File: src/rtl/exc_entry_pkg.sv
package exc_entry_pkg;

  typedef enum logic [1:0] {
    EV_BREAK = 2'd0,
    EV_NMI   = 2'd1,
    EV_BUSF  = 2'd2,
    EV_IRQ   = 2'd3
  } ev_kind_e;

  typedef enum logic [1:0] {
    ST_IDLE  = 2'd0,
    ST_SAVE  = 2'd1,
    ST_FETCH = 2'd2,
    ST_DONE  = 2'd3
  } seq_state_e;

endpackage

File: src/rtl/exc_entry_calc.sv
module exc_entry_calc
  import exc_entry_pkg::*;
#(
  parameter int DW        = 32,
  parameter int VW        = 8,
  parameter int DSW       = 2,
  parameter int VRW       = 8,
  parameter int LEGACY_VR = 32,
  parameter int U_BIT     = 6,
  parameter int M_BIT     = 7,
  parameter int F_BIT     = 10,
  parameter int CCS_KEEP  = 2,
  parameter int CCS_SHIFT = 10,
  parameter int EXS_POS   = 8
)(
  input  ev_kind_e         kind,
  input  logic [VW-1:0]    trap_vec,
  input  logic [VW-1:0]    fault_vec,
  input  logic [VW-1:0]    irq_vec,
  input  logic [DW-1:0]    pc,
  input  logic [DSW-1:0]   dslot,
  input  logic [DW-1:0]    ccs,
  input  logic [DW-1:0]    erp,
  input  logic [DW-1:0]    nrp,
  input  logic [DW-1:0]    exs,
  input  logic [DW-1:0]    usp,
  input  logic [DW-1:0]    sp,
  input  logic [DW-1:0]    ksp,
  input  logic [DW-1:0]    ebp,
  input  logic [VRW-1:0]   vr,
  output logic             legacy,
  output logic             fatal,
  output logic [DW-1:0]    ccs_n,
  output logic [DW-1:0]    erp_n,
  output logic [DW-1:0]    nrp_n,
  output logic [DW-1:0]    exs_n,
  output logic [DW-1:0]    usp_n,
  output logic [DW-1:0]    sp_n,
  output logic [DSW-1:0]   dslot_n,
  output logic [DW-1:0]    fetch_addr
);

  localparam logic [VRW-1:0] LEG_LIM = VRW'(LEGACY_VR);
  localparam int             MOVE_W  = DW - CCS_KEEP - CCS_SHIFT;

  logic [VW-1:0] vec;
  logic [DW-1:0] ccs_m;
  logic [DW-1:0] ccs_shifted;
  logic [DW-1:0] erp_pick;
  logic          user_mode;

  // vector choice, return-address capture and M clear per event kind
  always_comb begin
    vec      = '0;
    erp_pick = erp;
    nrp_n    = nrp;
    ccs_m    = ccs;
    unique case (kind)
      EV_BREAK: begin
        vec      = trap_vec;
        erp_pick = pc;
      end
      EV_NMI: begin
        vec          = '0;
        ccs_m[M_BIT] = 1'b0;
        nrp_n        = pc;
      end
      EV_BUSF: begin
        vec      = fault_vec;
        erp_pick = pc;
      end
      default: begin
        vec      = irq_vec;
        erp_pick = pc;
      end
    endcase
  end

  assign ccs_shifted = {ccs_m[DW-1 -: CCS_KEEP], ccs_m[MOVE_W-1:0], {CCS_SHIFT{1'b0}}};

  assign legacy    = (vr < LEG_LIM);
  assign fatal     = legacy && (kind == EV_BUSF);
  assign user_mode = ccs[U_BIT];

  // stack swap on leaving user mode
  always_comb begin
    if (user_mode) begin
      usp_n = sp;
      sp_n  = ksp;
    end else begin
      usp_n = usp;
      sp_n  = sp;
    end
  end

  // path selection
  always_comb begin
    if (legacy) begin
      ccs_n        = ccs_m;
      ccs_n[F_BIT] = 1'b1;
      exs_n        = exs;
      erp_n        = erp_pick;
      dslot_n      = dslot;
    end else begin
      ccs_n   = ccs_shifted;
      exs_n   = DW'(vec) << EXS_POS;
      erp_n   = erp_pick - DW'(dslot);
      dslot_n = '0;
    end
  end

  assign fetch_addr = ebp + (DW'(vec) << 2);

endmodule

File: src/rtl/exc_entry_fsm.sv
module exc_entry_fsm
  import exc_entry_pkg::*;
(
  input  logic       clk,
  input  logic       rst_n,
  input  logic       evt_valid,
  input  logic       rd_ready,
  input  logic       abort_entry,
  output seq_state_e state_q,
  output logic       accept
);

  seq_state_e state_d;

  assign accept = (state_q == ST_IDLE) && evt_valid;

  always_comb begin
    state_d = state_q;
    unique case (state_q)
      ST_IDLE:  if (evt_valid) state_d = ST_SAVE;
      ST_SAVE:  state_d = abort_entry ? ST_IDLE : ST_FETCH;
      ST_FETCH: if (rd_ready) state_d = ST_DONE;
      default:  state_d = ST_IDLE;
    endcase
  end

  always_ff @(posedge clk or negedge rst_n) begin
    if (!rst_n) state_q <= ST_IDLE;
    else        state_q <= state_d;
  end

  // an accepted event is followed by a busy cycle
  assert_accept_busy_R11: assert property (@(posedge clk) disable iff (!rst_n)
    accept |=> !accept);

  // the save step lasts one cycle
  assert_save_single_R11: assert property (@(posedge clk) disable iff (!rst_n)
    (state_q == ST_SAVE) |=> (state_q != ST_SAVE));

endmodule

File: src/rtl/exc_entry_seq.sv
module exc_entry_seq
  import exc_entry_pkg::*;
#(
  parameter int DW        = 32,
  parameter int VW        = 8,
  parameter int DSW       = 2,
  parameter int VRW       = 8,
  parameter int LEGACY_VR = 32,
  parameter int U_BIT     = 6,
  parameter int M_BIT     = 7,
  parameter int F_BIT     = 10,
  parameter int CCS_KEEP  = 2,
  parameter int CCS_SHIFT = 10,
  parameter int EXS_POS   = 8
)(
  input  logic             clk,
  input  logic             rst_n,
  input  logic             evt_valid,
  input  logic [1:0]       evt_kind,
  input  logic [VW-1:0]    trap_vec,
  input  logic [VW-1:0]    fault_vec,
  input  logic [VW-1:0]    irq_vec,
  input  logic [DW-1:0]    cur_pc,
  input  logic [DSW-1:0]   dslot_in,
  input  logic [DW-1:0]    ccs_in,
  input  logic [DW-1:0]    erp_in,
  input  logic [DW-1:0]    nrp_in,
  input  logic [DW-1:0]    exs_in,
  input  logic [DW-1:0]    usp_in,
  input  logic [DW-1:0]    sp_in,
  input  logic [DW-1:0]    ksp_in,
  input  logic [DW-1:0]    ebp_in,
  input  logic [VRW-1:0]   vr_in,
  output logic             evt_ready,
  output logic             rd_req,
  output logic [DW-1:0]    rd_addr,
  input  logic             rd_ready,
  input  logic [DW-1:0]    rd_data,
  output logic             done_valid,
  output logic [DW-1:0]    new_pc,
  output logic [DW-1:0]    ccs_out,
  output logic [DW-1:0]    erp_out,
  output logic [DW-1:0]    nrp_out,
  output logic [DW-1:0]    exs_out,
  output logic [DW-1:0]    usp_out,
  output logic [DW-1:0]    sp_out,
  output logic [DSW-1:0]   dslot_out,
  output logic             irq_lock,
  output logic             fatal_err,
  output logic             recursive_fault
);

  localparam int EXS_TOP = EXS_POS + VW;

  seq_state_e state_q;
  logic       accept;

  // snapshot of the event and register inputs
  ev_kind_e       s_kind;
  logic [VW-1:0]  s_tv, s_fv, s_iv;
  logic [DW-1:0]  s_pc, s_ccs, s_erp, s_nrp, s_exs, s_usp, s_sp, s_ksp, s_ebp;
  logic [DSW-1:0] s_ds;
  logic [VRW-1:0] s_vr;

  // computed values
  logic           c_legacy, c_fatal;
  logic [DW-1:0]  c_ccs, c_erp, c_nrp, c_exs, c_usp, c_sp, c_addr;
  logic [DSW-1:0] c_ds;

  // result registers
  logic           r_leg;
  logic [DW-1:0]  r_ccs, r_erp, r_nrp, r_exs, r_usp, r_sp, r_addr, r_pc;
  logic [DSW-1:0] r_ds;

  logic           fatal_q, rec_q;
  logic           save_en, pc_en, rec_d;

  exc_entry_fsm u_fsm (
    .clk         (clk),
    .rst_n       (rst_n),
    .evt_valid   (evt_valid),
    .rd_ready    (rd_ready),
    .abort_entry (c_fatal),
    .state_q     (state_q),
    .accept      (accept)
  );

  exc_entry_calc #(
    .DW(DW), .VW(VW), .DSW(DSW), .VRW(VRW), .LEGACY_VR(LEGACY_VR),
    .U_BIT(U_BIT), .M_BIT(M_BIT), .F_BIT(F_BIT),
    .CCS_KEEP(CCS_KEEP), .CCS_SHIFT(CCS_SHIFT), .EXS_POS(EXS_POS)
  ) u_calc (
    .kind       (s_kind),
    .trap_vec   (s_tv),
    .fault_vec  (s_fv),
    .irq_vec    (s_iv),
    .pc         (s_pc),
    .dslot      (s_ds),
    .ccs        (s_ccs),
    .erp        (s_erp),
    .nrp        (s_nrp),
    .exs        (s_exs),
    .usp        (s_usp),
    .sp         (s_sp),
    .ksp        (s_ksp),
    .ebp        (s_ebp),
    .vr         (s_vr),
    .legacy     (c_legacy),
    .fatal      (c_fatal),
    .ccs_n      (c_ccs),
    .erp_n      (c_erp),
    .nrp_n      (c_nrp),
    .exs_n      (c_exs),
    .usp_n      (c_usp),
    .sp_n       (c_sp),
    .dslot_n    (c_ds),
    .fetch_addr (c_addr)
  );

  // enables
  assign save_en = (state_q == ST_SAVE);
  assign pc_en   = (state_q == ST_FETCH) && rd_ready;
  assign rec_d   = (state_q != ST_IDLE) && evt_valid &&
                   (evt_kind == EV_BUSF) && (s_kind == EV_BUSF);

  // snapshot register, enabled on accept
  always_ff @(posedge clk or negedge rst_n) begin
    if (!rst_n) begin
      s_kind <= EV_BREAK;
      s_tv   <= '0;
      s_fv   <= '0;
      s_iv   <= '0;
      s_pc   <= '0;
      s_ds   <= '0;
      s_ccs  <= '0;
      s_erp  <= '0;
      s_nrp  <= '0;
      s_exs  <= '0;
      s_usp  <= '0;
      s_sp   <= '0;
      s_ksp  <= '0;
      s_ebp  <= '0;
      s_vr   <= '0;
    end else if (accept) begin
      s_kind <= ev_kind_e'(evt_kind);
      s_tv   <= trap_vec;
      s_fv   <= fault_vec;
      s_iv   <= irq_vec;
      s_pc   <= cur_pc;
      s_ds   <= dslot_in;
      s_ccs  <= ccs_in;
      s_erp  <= erp_in;
      s_nrp  <= nrp_in;
      s_exs  <= exs_in;
      s_usp  <= usp_in;
      s_sp   <= sp_in;
      s_ksp  <= ksp_in;
      s_ebp  <= ebp_in;
      s_vr   <= vr_in;
    end
  end

  // result register, enabled in the save step
  always_ff @(posedge clk or negedge rst_n) begin
    if (!rst_n) begin
      r_leg  <= 1'b0;
      r_ccs  <= '0;
      r_erp  <= '0;
      r_nrp  <= '0;
      r_exs  <= '0;
      r_usp  <= '0;
      r_sp   <= '0;
      r_ds   <= '0;
      r_addr <= '0;
    end else if (save_en) begin
      r_leg  <= c_legacy;
      r_ccs  <= c_ccs;
      r_erp  <= c_erp;
      r_nrp  <= c_nrp;
      r_exs  <= c_exs;
      r_usp  <= c_usp;
      r_sp   <= c_sp;
      r_ds   <= c_ds;
      r_addr <= c_addr;
    end
  end

  // handler address capture
  always_ff @(posedge clk or negedge rst_n) begin
    if (!rst_n)     r_pc <= '0;
    else if (pc_en) r_pc <= rd_data;
  end

  // fault pulses
  always_ff @(posedge clk or negedge rst_n) begin
    if (!rst_n) begin
      fatal_q <= 1'b0;
      rec_q   <= 1'b0;
    end else begin
      fatal_q <= save_en && c_fatal;
      rec_q   <= rec_d;
    end
  end

  assign evt_ready       = (state_q == ST_IDLE);
  assign rd_req          = (state_q == ST_FETCH);
  assign rd_addr         = r_addr;
  assign done_valid      = (state_q == ST_DONE);
  assign irq_lock        = (state_q == ST_DONE) && r_leg;
  assign new_pc          = r_pc;
  assign ccs_out         = r_ccs;
  assign erp_out         = r_erp;
  assign nrp_out         = r_nrp;
  assign exs_out         = r_exs;
  assign usp_out         = r_usp;
  assign sp_out          = r_sp;
  assign dslot_out       = r_ds;
  assign fatal_err       = fatal_q;
  assign recursive_fault = rec_q;

  // done lasts one cycle
  assert_done_pulse_R7: assert property (@(posedge clk) disable iff (!rst_n)
    done_valid |=> !done_valid);

  // request held with a stable address until ready
  assert_req_hold_R7: assert property (@(posedge clk) disable iff (!rst_n)
    (rd_req && !rd_ready) |=> (rd_req && $stable(rd_addr)));

  // low condition-code bits cleared on the current path
  assert_ccs_low_R1: assert property (@(posedge clk) disable iff (!rst_n)
    (done_valid && !irq_lock) |-> (ccs_out[CCS_SHIFT-1:0] == '0));

  // syndrome carries only the vector field on the current path
  assert_exs_shape_R4: assert property (@(posedge clk) disable iff (!rst_n)
    (done_valid && !irq_lock) |-> ((exs_out >> EXS_TOP) == '0 && exs_out[EXS_POS-1:0] == '0));

  // delay slot cleared on the current path
  assert_dslot_clear_R5: assert property (@(posedge clk) disable iff (!rst_n)
    (done_valid && !irq_lock) |-> (dslot_out == '0));

  // legacy entry sets F
  assert_legacy_f_R8: assert property (@(posedge clk) disable iff (!rst_n)
    irq_lock |-> ccs_out[F_BIT]);

  // a fatal entry neither reads nor completes
  assert_fatal_quiet_R9: assert property (@(posedge clk) disable iff (!rst_n)
    fatal_err |-> (!done_valid && !rd_req && evt_ready));

  // recursive flag only follows a busy cycle
  assert_rec_busy_R10: assert property (@(posedge clk) disable iff (!rst_n)
    recursive_fault |-> $past(!evt_ready));

endmodule

File: config.mk
export PLATFORM = sky130hd
export DESIGN_NAME = exc_entry_seq
export DESIGN_NICKNAME = d
export VERILOG_FILES = /design/src/rtl/exc_entry_pkg.sv /design/src/rtl/exc_entry_calc.sv /design/src/rtl/exc_entry_fsm.sv /design/src/rtl/exc_entry_seq.sv
export SDC_FILE = /design/constraint.sdc
export NUM_CORES = 1
export LEC_CHECK = 0
export BUFFER_PORTS_ARGS = -buffer_cell sky130_fd_sc_hd__buf_2
export CAP_MARGIN = 20
export CELL_PAD_IN_SITES_DETAIL_PLACEMENT = 0
export CELL_PAD_IN_SITES_GLOBAL_PLACEMENT = 2
export CORE_ASPECT_RATIO = 0.5
export CORE_MARGIN = 2
export CORE_UTILIZATION = 33
export DETAILED_ROUTE_END_ITERATION = 7
export PLACE_DENSITY_LB_ADDON = 0.08
export RECOVER_POWER = 50
export SLEW_MARGIN = 25
export SYNTH_ARGS = -nofsm -noshare
export SYNTH_HDL_FRONTEND = slang
export SYNTH_HIERARCHICAL = 1
export SYNTH_SLANG_ARGS = --single-unit
export TNS_END_PERCENT = 20
File: constraint.sdc
create_clock -name clk -period 4 [get_ports clk]
set_clock_uncertainty 0.1 [all_clocks]
set_input_delay 0.4 -clock clk [delete_from_list [all_inputs] [get_ports clk]]
set_output_delay 0.4 -clock clk [all_outputs]
set_load 0.05 [all_outputs]
After elaboration in Yosys (flattened, before gate mapping)
Cells that the tools add are included.

word-level totals
  register bits after elaboration = 587
  input bits = 360
  output and inout port bits = 264
  logic and storage cells = 65

cells by class
  $add $sub $neg = 2
  $lt $le $gt $ge = 1
  equality and inequality tests = 8
  mux-type cells = 14
  reductions and logical operators = 12

operators by type and width
  cell                count
  $mux 32             6
  $add 32x10->32      1
  $sub 32x2->32       1
  $mux 30             1
  $pmux 8 s3          1
  $eq 2x2->1 const B  4
  $logic_and 1x1->1   8
  $lt 8x6->1 const B  1
  $mux 2              4
  $pmux 2 s3          1
  $eq 2x1->1 const B  2
  $logic_not 2->1     2
  $ne 2x1->1 const B  1
  $ne 2x2->1 const B  1
  $reduce_and 2->1    1
  $reduce_bool 2->1   1
  $mux 1              1

Logic depth before layout (Yosys ltp)
  word-level depth = 4
  mapped depth = 15
  gate-level depth less buffers = 12

By module
Netlist, hierarchy kept.

modules (own cells, without submodules)
  module          times used  cells an instance  area each (um2)  seq. area each (um2)
  exc_entry_seq   1           1242               21853.5          14639.0
  exc_entry_calc  1           583                4082.7           0.0
  exc_entry_fsm   1           8                  83.8             50.0

Least setup slack after synthesis
OpenSTA, ideal clock, no wires.

  path kind = register -> register
  start point = register s_kind[0]
  end point = register r_erp[24], in the netlist erp_out[24]
  setup time = 0.125 ns
  data arrival time = 3.519 ns
  required time = 3.775 ns
  setup slack = 0.256 ns
  stages on the path, launching flop included = 14
  path buffers = 2
  period minus slack after synthesis = 3.744 ns
  path through = dfrtp_1 > nor2b_1 > clkbuf_1 > buf_2 > mux2i_1 > ha_1 > inv_1 > fa_1 > a2111oi_1 > and4bb_2 > and2_1 > nand3_1 > xor2_1 > mux2_2

on the way
  word-level cells in the longest chain between the ends = 4

RTL lines
  what                    RTL line               RTL
  start, declared         exc_entry_seq.sv:59    ev_kind_e s_kind;
  start signal, assigned  exc_entry_seq.sv:145   s_kind <= ev_kind_e'(evt_kind);
  $eq 2x1->1 (*)          exc_entry_calc.sv:58   unique case (kind)
  $mux 32 (*)             exc_entry_calc.sv:58
  $sub 32x2->32           exc_entry_calc.sv:107  erp_n = erp_pick - DW'(dslot);
  $mux 32 (*)             exc_entry_calc.sv:98   if (legacy) begin
  named net c_erp[24]     exc_entry_seq.sv:67    logic [DW-1:0] c_ccs, c_erp, c_nrp, c_exs, c_usp, c_sp, c_addr;
  end signal, assigned    exc_entry_seq.sv:178   r_erp <= c_erp;
  end, declared           exc_entry_seq.sv:72    logic [DW-1:0] r_ccs, r_erp, r_nrp, r_exs, r_usp, r_sp, r_addr, r_pc;

The timed path passes the listed nets; every way through them passes the cells marked *.
A chain may end at the register's enable or synchronous reset.

Final worst setup path
  start point = register s_kind[1]
  end point = register r_erp[24], in the netlist erp_out[24]

Same word-level chain as after synthesis.

==> results.py <==
metrics = {
    "global_route": {
        "gr-total-overflow": 0,
        "grt.total_usage_pct": 18.6,
        "first_global_vias": 19300,
        "grt_max_degree": 83,
        "grt_first_pass_wirelength_um": 116000,
        "antenna_found_initial": 3,
    },
    "place": {
        "hpwl_um": 51900,
        "globalplace.congestion": 0.743,
        "place_inst": 3410,
        "io_buffers": 618,
        "place_ws_ns": 0.486,
    },
    "route": {
        "wl_um": 75200,
        "wire_per_inst_um": 19.4,
        "ant_nets": 0,
        "dr.pass1.iters": 4,
        "drt-initial-drc-count": 599,
        "vias_per_cell": 4.61,
        "post-route-drc-count": 0,
        "num_vias": 17900,
    },
    "floorplan": {
        "initial_utilization_pct": 33.4,
        "dieArea_sq_mm": 0.0807,
        "die-height_um": 202,
        "rows": 72,
        "die_x_um": 400,
        "ios": 624,
        "coreArea_sq_mm": 0.0774,
    },
    "critical_path": {
        "path_cells": "nor2b_4, mux2i_1, ha_1, inv_1, fa_1, a2111oi_1, buf_4, and4bb_2, and2_1, nand3_1, xor2_1, mux2_2",
        "cp_slowest_stage_delay_ns": 0.46,
        "crit_required_ns": 4.41,
        "path_class": "reg2reg",
        "cp.arrival_ns": 3.90,
        "path_delay_family": "simple AND/OR/NAND/NOR gates",
        "crit_fanout": 6,
        "slowest_stage": "dfrtp_1",
        "start_kind": "register",
        "crit_buf_inv": 2,
        "endpoint_kind": "register",
    },
    "clocking": {
        "htreeDepth": 2,
        "clock-sinks": 582,
        "cts_buffer_depth": 3,
        "cts_buffers": 57,
        "cts_tree": "done",
        "cts_root_buffer": "clkbuf_16",
        "clock_latency_ns": 0.63,
        "path_clk_slew_ns": 0.07,
    },
    "finish": {
        "finalNetCount": 3160,
        "fin_cells": 3875,
        "areaGrowthSynthToFinish_pct": 36.6,
        "final_common_cell": "mux2_2",
        "drive_gt1_share_pct": 46.0,
        "final_cell_mix": "669 x mux2_2, 581 x dfrtp_1, 486 x buf_2",
    },
    "timing": {
        "rsz0062_at_grt": "no",
        "slew_violations": 70,
        "fmax_mhz": 287,
        "finalWorstSetupSlack_ns": 0.514,
        "tns_ns": 0,
        "final-hold-violation-count": 0,
        "tightest_slew_ns": 2.14,
        "fin_crit_ns": 3.49,
        "setup_viol": 0,
        "finalCritPeriodShare_pct": 87.2,
        "slew_headroom_pct": -42.5,
    },
    "synthesis": {
        "synth_nets": 2195,
        "synthCells": 1823,
        "netlist_area_sq_mm": 0.0258,
        "avgSynthCellArea_sq_um": 14.2,
        "yosys_warnings": 6,
    },
    "power": {
        "ir_worst_vdd_v": 0.000381,
        "p_leak_nw": 15.8,
        "power.total_mw": 32.4,
        "p_per_area_mw_per_mm2": 919,
    },
    "min_path": {
        "worstHoldPathType": "reg2reg",
    },
    "outcome": {
        "status": "complete, but fails checks",
        "violations": "max-capacitance violations, max-slew violations",
    },
    "flow_run": {
        "drv_cap": 1,
    },
}
==> through the flow <==
step / hold slack, ns / instance area [sq um] / utilization, %
final: 0.399 / 35300 / 45.6
after global routing: 0.389 / 35300 / 45.6
after CTS: 0.222 / 35500 / 45.9
after detailed placement: 0.322 / 30000 / 38.7
after global placement: 0.327 / 30000 / 38.7
after floorplan: 0.00441 / 25800 / -
==> where the power goes <==
part	switching, mW	total [mW]	internal [mW]
Sequential	1.99	10.9	8.89
Clock	2.48	5.85	3.37
Combinational	9.38	15.7	6.34
Total	13.8	32.4	18.6
==> sequential cells by signal (all words and copies together), names as in the netlist, 32 cells and up <==
| register | flops |
|---|---|
| ccs_out | 32 |
| rd_addr | 32 |
| sp_out | 32 |
| usp_out | 32 |
| exs_out | 32 |
| s_nrp | 32 |
| s_ksp | 32 |
| s_sp | 32 |
| new_pc | 32 |
| nrp_out | 32 |
| s_pc | 32 |
| s_erp | 32 |
| s_ccs | 32 |
| erp_out | 32 |
| s_usp | 32 |
| s_ebp | 32 |
| s_exs | 32 |
==> layer usage <==
metal | part of all wire (%) | vias up | global-route usage, %
met2 | 53 | 253 | 33.8
met3 | 3.6 | 115 | 3.50
li1 | - | 8375 | -
met4 | 3.2 | 0 | 5.99
met1 | 40 | 9111 | 21.9
met5 | 0 | - | 0
==> path summary, 6_finish.rpt <==
kind / startpoint / to / slack [ns] / cells after the start
max in group asynchronous: rst_n / ccs_out[28] / 0.73 / 3
setup reg to reg: s_kind[1] / erp_out[24] / 0.51 / 12
setup / recovery: s_kind[1] / erp_out[24] / 0.51 / 12
min in group asynchronous: rst_n / new_pc[25] / 0.78 / 2
hold reg to reg: s_exs[30] / s_exs[30] / 0.40 / 1
hold / removal: s_exs[30] / s_exs[30] / 0.40 / 1
==> repair_timing <==
action | 4_1_cts | 5_1_grt
hold buffers | 355 | 0
endpoints found under the hold margin | 411 | 0
buffers inserted | 0 | 0
gates resized for setup | 0 | 0
==> area by class of cell <==
type / count / area (sq um)
clock inverter: 27 / 368
inverter: 5 / 18.8
sequential: 582 / 14600
timing repair buffer: 1010 / 6880
tap: 1036 / 1300
multi-input combinational: 1132 / 10500
antenna: 3 / 7.51
fill: 7340 / 42100
clock buffer: 80 / 1630
Power figures use the tool's default switching activity.
